[config.mk]
export PLATFORM = sky130hd
export DESIGN_NAME = seg_base_unit
export DESIGN_NICKNAME = d
export VERILOG_FILES = /design/src/rtl/seg_base_pkg.sv /design/src/rtl/sbu_msr_decode.sv /design/src/rtl/sbu_desc_extract.sv /design/src/rtl/sbu_eff_base.sv /design/src/rtl/sbu_base_bank.sv /design/src/rtl/seg_base_unit.sv
export SDC_FILE = /design/constraint.sdc
export NUM_CORES = 1
export LEC_CHECK = 0
export CORE_ASPECT_RATIO = 2
export CORE_MARGIN = 2
export CORE_UTILIZATION = 25
export DETAILED_ROUTE_END_ITERATION = 8
export GPL_ROUTABILITY_DRIVEN = 0
export GPL_TIMING_DRIVEN = 0
export PLACE_DENSITY_LB_ADDON = 0.3
export SYNTH_ARGS = -nofsm -noshare
export SYNTH_HDL_FRONTEND = slang
export SYNTH_HIERARCHICAL = 1
export SYNTH_SLANG_ARGS = --single-unit
[constraint.sdc]
create_clock -name clk -period 7.4 [get_ports clk]
set_input_delay 1.85 -clock clk [delete_from_list [all_inputs] [get_ports clk]]
set_output_delay 1.85 -clock clk [all_outputs]
set_load 0.1 [all_outputs]
[src/rtl/seg_base_pkg.sv]
package seg_base_pkg;
  localparam int BASE_W   = 64;
  localparam int HALF_W   = 32;
  localparam int IDX_W    = 32;
  localparam int DESC_W   = 64;
  localparam int NSLOT    = 3;
  localparam int NSEG     = 2;

  localparam int SLOT_FS  = 0;
  localparam int SLOT_GS  = 1;
  localparam int SLOT_KGS = 2;

  localparam logic [IDX_W-1:0] IDX_FS  = 32'hC000_0100;
  localparam logic [IDX_W-1:0] IDX_GS  = 32'hC000_0101;
  localparam logic [IDX_W-1:0] IDX_KGS = 32'hC000_0102;

  typedef logic [BASE_W-1:0] base_t;
  typedef logic [NSLOT-1:0]  slot_oh_t;

  // Map an MSR index to a one-hot slot vector (all zero when unsupported).
  function automatic slot_oh_t idx_to_slot(input logic [IDX_W-1:0] idx);
    slot_oh_t oh;
    oh = '0;
    oh[SLOT_FS]  = (idx == IDX_FS);
    oh[SLOT_GS]  = (idx == IDX_GS);
    oh[SLOT_KGS] = (idx == IDX_KGS);
    return oh;
  endfunction

  // Gather the three scattered base fields of a segment descriptor.
  function automatic logic [HALF_W-1:0] desc_base32(input logic [DESC_W-1:0] d);
    logic [HALF_W-1:0] b;
    b[15:0]  = d[31:16];
    b[23:16] = d[39:32];
    b[31:24] = d[63:56];
    return b;
  endfunction

  // Base seen by address generation in the current mode.
  function automatic base_t mode_base(input base_t b, input logic wide);
    return wide ? b : {{(BASE_W-HALF_W){1'b0}}, b[HALF_W-1:0]};
  endfunction
endpackage

[src/rtl/sbu_msr_decode.sv]
module sbu_msr_decode
  import seg_base_pkg::*;
(
  input  logic [IDX_W-1:0] index,
  output slot_oh_t         slot_oh,
  output logic             idx_ok
);
  always_comb begin
    slot_oh = idx_to_slot(index);
    idx_ok  = |slot_oh;
  end
endmodule

[src/rtl/sbu_desc_extract.sv]
module sbu_desc_extract
  import seg_base_pkg::*;
(
  input  logic [DESC_W-1:0] desc,
  output logic [HALF_W-1:0] base_lo
);
  logic unused_desc_bits;
  assign unused_desc_bits = ^{desc[55:40], desc[15:0]};
  assign base_lo = desc_base32(desc);
endmodule

[src/rtl/sbu_eff_base.sv]
module sbu_eff_base
  import seg_base_pkg::*;
(
  input  base_t stored,
  input  logic  wide_mode,
  output base_t eff
);
  assign eff = mode_base(stored, wide_mode);
endmodule

[src/rtl/sbu_base_bank.sv]
module sbu_base_bank
  import seg_base_pkg::*;
(
  input  logic              clk,
  input  logic              rst,
  input  logic              wr_en,
  input  slot_oh_t          wr_oh,
  input  base_t             wr_data,
  input  logic              ld_en,
  input  logic              ld_seg,
  input  logic [HALF_W-1:0] ld_base,
  input  logic              swap_fire,
  input  logic              rd_en,
  input  slot_oh_t          rd_oh,
  output base_t             rdata_q,
  output logic              rd_valid_q,
  output base_t             slot_q [NSLOT]
);
  base_t slot_nxt [NSLOT];

  for (genvar k = 0; k < NSLOT; k++) begin : g_slot
    logic ld_hit;
    if (k == SLOT_FS) begin : g_fs
      assign ld_hit = ld_en && !ld_seg;
    end else if (k == SLOT_GS) begin : g_gs
      assign ld_hit = ld_en && ld_seg;
    end else begin : g_none
      assign ld_hit = 1'b0;
    end

    base_t swap_src;
    if (k == SLOT_GS) begin : g_sw_gs
      assign swap_src = slot_q[SLOT_KGS];
    end else if (k == SLOT_KGS) begin : g_sw_kgs
      assign swap_src = slot_q[SLOT_GS];
    end else begin : g_sw_none
      assign swap_src = slot_q[k];
    end

    always_comb begin
      slot_nxt[k] = slot_q[k];
      if (ld_hit)
        slot_nxt[k][HALF_W-1:0] = ld_base;
      if (wr_en && wr_oh[k])
        slot_nxt[k] = wr_data;
      if (swap_fire)
        slot_nxt[k] = swap_src;
    end

    always_ff @(posedge clk) begin
      if (rst) slot_q[k] <= '0;
      else     slot_q[k] <= slot_nxt[k];
    end
  end

  base_t rd_mux;
  always_comb begin
    rd_mux = '0;
    for (int k = 0; k < NSLOT; k++)
      if (rd_oh[k]) rd_mux = slot_q[k];
  end

  always_ff @(posedge clk) begin
    if (rst) begin
      rdata_q    <= '0;
      rd_valid_q <= 1'b0;
    end else begin
      rd_valid_q <= rd_en && (|rd_oh);
      rdata_q    <= (rd_en && (|rd_oh)) ? rd_mux : '0;
    end
  end
endmodule

[src/rtl/seg_base_unit.sv]
module seg_base_unit
  import seg_base_pkg::*;
(
  input  logic              clk,
  input  logic              rst,
  input  logic              msr_rd_en,
  input  logic              msr_wr_en,
  input  logic [IDX_W-1:0]  msr_index,
  input  logic [HALF_W-1:0] msr_wdata_lo,
  input  logic [HALF_W-1:0] msr_wdata_hi,
  output logic [BASE_W-1:0] msr_rdata,
  output logic              msr_rd_valid,
  output logic              msr_idx_err,
  input  logic              sel_ld_en,
  input  logic              sel_ld_seg,
  input  logic [DESC_W-1:0] sel_desc,
  input  logic              swap_req,
  input  logic [1:0]        cpl,
  input  logic              long_mode,
  output logic              swap_err,
  output logic [BASE_W-1:0] fs_eff_base,
  output logic [BASE_W-1:0] gs_eff_base
);
  slot_oh_t          idx_oh;
  logic              idx_ok;
  logic [HALF_W-1:0] ld_base;
  base_t             slot_q [NSLOT];
  base_t             fs_q, gs_q, kgs_q;

  // Named internal events for the checker.
  logic wr_any, bad_access, priv_ok, swap_fire, swap_reject;

  assign wr_any      = msr_wr_en || sel_ld_en;
  assign bad_access  = (msr_rd_en || msr_wr_en) && !idx_ok;
  assign priv_ok     = (cpl == 2'd0) && long_mode;
  assign swap_fire   = swap_req && !wr_any && priv_ok;
  assign swap_reject = swap_req && !wr_any && !priv_ok;

  sbu_msr_decode u_dec (
    .index   (msr_index),
    .slot_oh (idx_oh),
    .idx_ok  (idx_ok)
  );

  sbu_desc_extract u_desc (
    .desc    (sel_desc),
    .base_lo (ld_base)
  );

  sbu_base_bank u_bank (
    .clk        (clk),
    .rst        (rst),
    .wr_en      (msr_wr_en),
    .wr_oh      (idx_oh),
    .wr_data    ({msr_wdata_hi, msr_wdata_lo}),
    .ld_en      (sel_ld_en),
    .ld_seg     (sel_ld_seg),
    .ld_base    (ld_base),
    .swap_fire  (swap_fire),
    .rd_en      (msr_rd_en),
    .rd_oh      (idx_oh),
    .rdata_q    (msr_rdata),
    .rd_valid_q (msr_rd_valid),
    .slot_q     (slot_q)
  );

  assign fs_q  = slot_q[SLOT_FS];
  assign gs_q  = slot_q[SLOT_GS];
  assign kgs_q = slot_q[SLOT_KGS];

  base_t seg_stored [NSEG];
  base_t seg_eff    [NSEG];
  assign seg_stored[0] = fs_q;
  assign seg_stored[1] = gs_q;

  for (genvar g = 0; g < NSEG; g++) begin : g_eff
    sbu_eff_base u_eff (
      .stored    (seg_stored[g]),
      .wide_mode (long_mode),
      .eff       (seg_eff[g])
    );
  end

  assign fs_eff_base = seg_eff[0];
  assign gs_eff_base = seg_eff[1];

  always_ff @(posedge clk) begin
    if (rst) begin
      msr_idx_err <= 1'b0;
      swap_err    <= 1'b0;
    end else begin
      msr_idx_err <= bad_access;
      swap_err    <= swap_reject;
    end
  end
endmodule

[After elaboration in Yosys (flattened, before gate mapping)]
Cells that the tools add are included.
Widths: inputs -> output; s select.
Storage, ports and cells
  register bits after elaboration: 259
  bits of input ports: 170
Operators by class
  equality and inequality tests: 3
  mux-type cells: 12
  bitwise operators: 2
  reduce and logical (&&, ||, !) cells: 26
Operator list (number)
  $mux 64: 9
  $eq 32x32->1 const B: 3
  $mux 32: 3
  $logic_and 1x1->1: 11
  $reduce_bool 2->1: 3
  $logic_not 1->1: 4
  $reduce_and 2->1: 2
  $reduce_bool 3->1: 1
  $reduce_or 3->1: 1
  $logic_not 2->1: 1
  $logic_or 1x1->1: 2
  $not 1->1: 2
  $reduce_or 2->1: 1

[Longest topological paths before layout]
Gate-level depths: netlist of the first run.
  word-level depth: 6
  depth in mapped cells: 9
  gate-level depth less buffers: 6

[Hierarchy]
Netlist of the first run, hierarchy kept.
By module, submodules not included
  sbu_base_bank: times used 1, cells each 1527, area an instance 12914.9 um^2
  sbu_eff_base: times used 2, cells each 67, area an instance 495.5 um^2
  sbu_desc_extract: times used 1, cells each 32, area an instance 240.2 um^2
  sbu_msr_decode: times used 1, cells each 20, area an instance 125.1 um^2
  seg_base_unit: times used 1, cells each 8, area an instance 77.6 um^2

[Least setup slack after synthesis of the first run]
Ideal clock, no wire load.
  kind: input-to-output
  start: input port long_mode
  end: output port fs_eff_base[32]
  data arrival time: 2.452 ns
  data required time: 5.550 ns
  path slack: 3.098 ns
  stages: 2
  buffers on the path: 1
  cell sequence: clkbuf_2 > and2_2
On the way
  word-level cells in the longest chain between the ends: 1
RTL lines
  start, declared: line seg_base_unit.sv:19  | input logic long_mode,
  $mux 64: line seg_base_pkg.sv:41  | return wide ? b : {{(BASE_W-HALF_W){1'b0}}, b[HALF_W-1:0]};
  end, declared: line seg_base_unit.sv:21  | output logic [BASE_W-1:0] fs_eff_base,
Every way passes these cells.

[Worst setup path after layout of the first run]
  start: input port long_mode
  end: output port fs_eff_base[38]
The elaborated chain is that of the path after synthesis.

==> results.toml, run 1 <==
[timing]
slew_violations = 0
period_needed_ns = 6.25
tightest_slew_ns = 1.18
skew_ns = 0.0173
whs_ns = 0.476
setup_viol = 0
hold_violations = 0
fmax_mhz = 160
tns_ns = 0
period_share = 0.845
rsz0062_at_grt = "false"
relSlewSlack = 0.206

[floorplanning]
ios = 365
coreArea_mm2 = 0.0569
fp-row-count = 124
dieArea_mm2 = 0.0594
chipWidth_um = 173
start_util = 0.252
die_y_um = 343

[routing]
met3_length_um = 4570
met2_length_um = 35700
viasPerCell = 5.22
drt-pass1-iter-count = 7
top_layer = "met5"
wl_per_cell_um = 24.4
drcViolationCount = 0
met1_length_um = 25100
drt-initial-drc-count = 1148
num_vias = 14800
drt_wl_total_um = 69100
detail-route-antenna-nets = 0

[global_routing]
grt_pass1_vias = 15100
grt_usage = 0.223
grt_first_pass_wirelength_um = 99600
grt_max_degree = 14
gr-total-overflow = 0
antenna_found_initial = 7

[critical_path]
cp_max_fo = 11
critPathCaptureType = "primary output"
required_ns = 5.55
rr_endpoint = "u_bank/rdata_q[23]"
startpoint_type = "input port"
r2r-start = "u_bank/g_slot[0].swap_src[23]"
worstPathArrival_ns = 4.40
criticalPathCategory = "in -> out"
reg2reg_slack_ns = 6.42
rr_worst_depth = 3

[power_and_ir_drop]
p_per_area_mw_per_mm2 = 176
vdd_ir_drop_max_v = 0.000181
p_leak_nw = 8.62
fin_total_pwr_mw = 3.39

[clock_network]
clockBufferDepth = 3
postCtsResizedCells = 0
hold_buffers = 0
cts_tree = "done"
numCtsBuffers = 28
path_clk_slew_ns = 0.07
clk_latency_ns = 0.58
cts_max_level = 1
post-cts-setup-buffers = 0
root_buffer = "clkbuf_16"
clock_sinks = 259

[synth]
syn_inst = 1721
async_flop_share = 0
synth_seq_area_share = 0.361
synth_cell_type_count = 41
ys.flop_type = "dfxtp_1"
syn_area_per_cell_um2 = 8.34
synth_enable_flop_cells = 0
synth_fp_nets = 1891
synth-seq-cells = 259
syn-cell-area_mm2 = 0.0143
synth_warnings = 6

[final_layout]
final-seq-area_mm2 = 0.00518
drive_above_1_share = 0.147
fin_nets = 2222
multiInputGateArea_mm2 = 0.00745
instances_no_fill = 2829
area_delta_synth_final_pct = 34.0
finalInstanceArea_mm2 = 0.0192
fillCellCount = 5972

[hold_path]
min_to = "u_bank/g_slot[0].swap_src[52]"
hold_path_depth = 2
hold_path_class = "reg -> reg"
min_from = "u_bank/g_slot[0].swap_src[52]"

[placement]
dp.final_hpwl_um = 52200
placed_area_mm2 = 0.0183
dp.cells = 2778
port-buffer-count = 300

[flow_run]
cap_violations = 0

[status]
status = "completed"
-- worst max path at each step --
| stage | start | endpoint | slack [ns] | depth (start not counted) |
|---|---|---|---|---|
| after floorplan | long_mode | fs_eff_base[32] | 3.10 | 2 |
| after global placement | msr_index[18] | u_bank/rdata_q[22] | 1.12 | 10 |
| after detailed placement | long_mode | fs_eff_base[38] | 1.15 | 4 |
| after CTS | long_mode | fs_eff_base[38] | 1.13 | 4 |
| after global routing | long_mode | fs_eff_base[38] | 1.05 | 4 |
| final | long_mode | fs_eff_base[38] | 1.15 | 4 |
-- layout by cell type (no fill, tap or decap), types with 52 or more instances in the layout --
| cell | synthesis | routed |
|---|---|---|
| buf_2 | 52 | 52 |
| a211oi_1 | 126 | 126 |
| and2_2 | 64 | 64 |
| nand2_1 | 197 | 197 |
| clkbuf_1 | 85 | 91 |
| buf_4 | 107 | 108 |
| and3_1 | 160 | 160 |
| nand2b_1 | 97 | 97 |
| nor3_1 | 98 | 98 |
| o211a_1 | 64 | 64 |
| dfxtp_1 | 259 | 259 |
| clkdlybuf4s50_1 | 0 | 300 |
| nor2b_1 | 97 | 97 |
| o21ai_0 | 64 | 64 |
-- logic make-up after synthesis --
group | Yosys count | share of synthesized area
and+or+nand+nor | 740 | 0.288
DFF | 259 | 0.361
buffers and inverters | 304 | 0.120
AOI/OAI and AO/OA | 418 | 0.231
-- layout make-up --
type / count / share of cell area
sequential: 259 / 0.270
antenna: 2 / 0.000260
clock inverter: 11 / 0.00586
timing repair buffer: 301 / 0.157
tap: 756 / 0.0492
buffer: 272 / 0.0836
inverter: 32 / 0.00625
multi-input combinational: 1158 / 0.387
clock buffer: 38 / 0.0411
-- metrics by stage --
stage,worst slack [ns],util
after floorplan,3.10,-
after global placement,1.12,0.321
after detailed placement,1.15,0.322
after CTS,1.13,0.338
after global routing,1.05,0.338
final,1.15,0.338
-- power by group --
group / internal (mW) / switching (mW) / leakage [nW]
Combinational: 0.176 / 0.320 / 6.08
Clock: 0.813 / 0.626 / 0.438
Sequential: 1.42 / 0.0317 / 2.10
-- registers in the layout, summed over array words and instances, names as in the netlist --
| register | flops |
|---|---|
| u_bank/rdata_q | 64 |
| u_bank/g_slot.swap_src | 192 |
| u_bank/rd_valid_q | 1 |
| msr_idx_err | 1 |
| swap_err | 1 |
-- layer usage --
| metal | track usage | vias to the layer above |
|---|---|---|
| li1 | - | 6651 |
| met1 | 0.238 | 7133 |
| met2 | 0.413 | 784 |
| met3 | 0.0380 | 189 |
| met4 | 0.122 | 10 |
| met5 | 0 | - |
-- synth_stat cells, types with 15 or more instances --
| library cell | n | area, um^2 |
|---|---|---|
| a211o_1 | 32 | 280 |
| nor2b_1 | 97 | 607 |
| nand2b_1 | 97 | 607 |
| a211oi_1 | 126 | 946 |
| nor3_1 | 98 | 490 |
| and3_1 | 160 | 1000 |
| buf_6 | 15 | 169 |
| nand2_1 | 197 | 739 |
| clkbuf_1 | 85 | 319 |
| o21ai_0 | 64 | 320 |
| a21oi_1 | 32 | 160 |
| a2111oi_1 | 24 | 240 |
| dfxtp_1 | 259 | 5180 |
| and2_2 | 64 | 480 |
| o211a_1 | 64 | 641 |
| buf_2 | 52 | 260 |
| a32o_1 | 32 | 320 |
| inv_1 | 32 | 120 |
| a21boi_0 | 31 | 233 |
| buf_4 | 107 | 803 |
-- critical path, cell delays in order --
cell             delay [ns]
clkdlybuf4s50_1        0.75
clkbuf_2               0.36
and2_2                 0.27
clkdlybuf4s50_1        1.16
(Power assumes the default switching activity.)
==> inputs of run 2 (changes only) <==
clock period = 5 ns   (was 7.4 ns; I/O delays follow)
==> run 2 against run 1 <==
Effect of this change: flip-flop and latch count is the same; worst hold slack is essentially flat; critical path depth is the same; first-iteration DRC count shrank 1.6%; largest cell class unchanged; largest power group unchanged.
==> results.toml, run 2 (synthesis gave the netlist of run 1 again) <==
[status]
status = "completed"

[power_and_ir_drop]
p_int_mw = 3.57
p_sw_mw = 1.45
power_frac_comb = 0.146
p_leak_nw = 8.90
vdd_ir_drop_max_v = 0.000267
p_per_area_mw_per_mm2 = 261
fin_total_pwr_mw = 5.02
netSwitchingFraction = 0.289
seq_power_share = 0.429
pwr-share-clk = 0.425

[placement]
dp.final_hpwl_um = 52200
dp.cells = 2778
placed_area_mm2 = 0.0183
preCtsSetupSlack_ns = -0.453
port-buffer-count = 300

[timing]
skew_ns = 0.0205
fmax_mhz = 205
period_share = 0.978
period_needed_ns = 4.89
tightest_slew_ns = 1.17
rsz0062_at_grt = "false"
slew_violations = 0
relSlewSlack = 0.220
hold_violations = 0
setup_viol = 0
setup_slack_ns = 0.111

[flow_run]
cap_violations = 0

[final_layout]
largest_reg_flops = 192
instances_no_fill = 2829
layout_common_cells = "279 x clkdlybuf4s50_1, 259 x dfxtp_1, 197 x nand2_1"
multiInputGateArea_mm2 = 0.00745
final_common_cell = "clkdlybuf4s50_1"
drive_above_1_share = 0.147
fin_nets = 2222
fillCellCount = 5972
finalInstanceArea_mm2 = 0.0192
area_delta_synth_final_pct = 34.1
final-seq-area_mm2 = 0.00518
fin_util = 0.338

[clock_network]
cts_tree = "done"
path_clk_slew_ns = 0.07
clock_sinks = 259
clk_latency_ns = 0.58
root_buffer = "clkbuf_16"
hold_buffers = 0
numCtsBuffers = 28
cts_max_level = 1
clockBufferDepth = 3

[routing]
viasPerCell = 5.23
num_vias = 14800
drt-pass1-iter-count = 7
drt-initial-drc-count = 1130
detail-route-antenna-nets = 0
drt_wl_total_um = 69200
drcViolationCount = 0
wl_per_cell_um = 24.5

[floorplanning]
start_util = 0.252
die_y_um = 343
coreArea_mm2 = 0.0569
ios = 365
fp-row-count = 124
dieArea_mm2 = 0.0594
chipWidth_um = 173

[global_routing]
gr-total-overflow = 0
grt_first_pass_wirelength_um = 99600
grt_usage = 0.222
grt_pass1_vias = 15100
antenna_found_initial = 8
grt_max_degree = 14

[critical_path]
worstPathCellList = "clkdlybuf4s50_1 > clkbuf_2 > and2_2 > clkdlybuf4s50_1"
cp_max_fo = 11
criticalPathCategory = "in -> out"
critPathSlowestCell = "clkdlybuf4s50_1"
slowest_delay_ns = 1.15
worstPathArrival_ns = 3.64
required_ns = 3.75
crit_top_cell = "clkdlybuf4s50_1"
startpoint_type = "input port"
critPathCaptureType = "primary output"

[hold_path]
hold_path_class = "reg -> reg"
==> run 2: cell types whose count changed in the layout (fill, tap and decap cells not counted), sizes merged <==
| cell | previous run | this run |
|---|---|---|
| clkdlybuf4s50 | 300 | 279 |
| dlygate4sd2 | 0 | 8 |
| dlymetal6s2s | 0 | 13 |
==> run 2: worst max-delay path: cells and delay by family <==
kind | cells | cell delay, ns
buffers and inverters | 3 | 2.20
AND/OR/NAND/NOR | 1 | 0.18
==> run 2: cell type report <==
| cell class | count | area share |
|---|---|---|
| Clock inverter | 11 | 0.00585 |
| Inverter | 32 | 0.00624 |
| Multi-Input combinational cell | 1158 | 0.387 |
| Antenna cell | 2 | 0.000260 |
| Buffer | 272 | 0.0835 |
| Clock buffer | 38 | 0.0410 |
| Timing Repair Buffer | 301 | 0.158 |
| Tap cell | 756 | 0.0491 |
| Sequential cell | 259 | 0.269 |
==> run 2: worst paths after layout <==
check / startpoint / end / slack [ns] / cells after the start
worst max-delay path: long_mode / gs_eff_base[44] / 0.11 / 4
worst min-delay path: u_bank/g_slot[0].swap_src[52] / u_bank/g_slot[0].swap_src[52] / 0.48 / 2
worst min register to register: u_bank/g_slot[0].swap_src[52] / u_bank/g_slot[0].swap_src[52] / 0.48 / 2
worst max register to register: u_bank/g_slot[0].swap_src[23] / u_bank/rdata_q[23] / 4.03 / 3
==> run 2: layer usage <==
metal	up-vias	GRT usage	part of all wire
li1	6656	-	-
met1	7145	0.238	0.36
met2	785	0.413	0.52
met3	195	0.0379	0.066
met4	10	0.122	0.053
met5	-	0	0.00084
==> run 2: repair_timing <==
item,4_1_cts,5_1_grt
pin swaps,0,0
hold endpoints to repair,0,0
buffers inserted,0,0
resized for setup,8,13
setup endpoints to repair,8,13
==> run 2: metrics by stage <==
step                      hold WS (ns)  TNS, ns
final                            0.476        0
after global routing             0.491        0
after CTS                        0.473        0
after global placement           0.457   -56.92
after floorplan                  0.445        0
after detailed placement         0.463   -20.56
==> run 2: power by group through the flow <==
stage	combinational, mW	sequential (mW)	clock [mW]
final	0.735	2.15	2.13
after global routing	0.760	2.16	2.25
after CTS	0.733	2.15	2.18
after detailed placement	0.729	2.20	0
after global placement	0.724	2.20	0
after floorplan	0.463	2.18	0
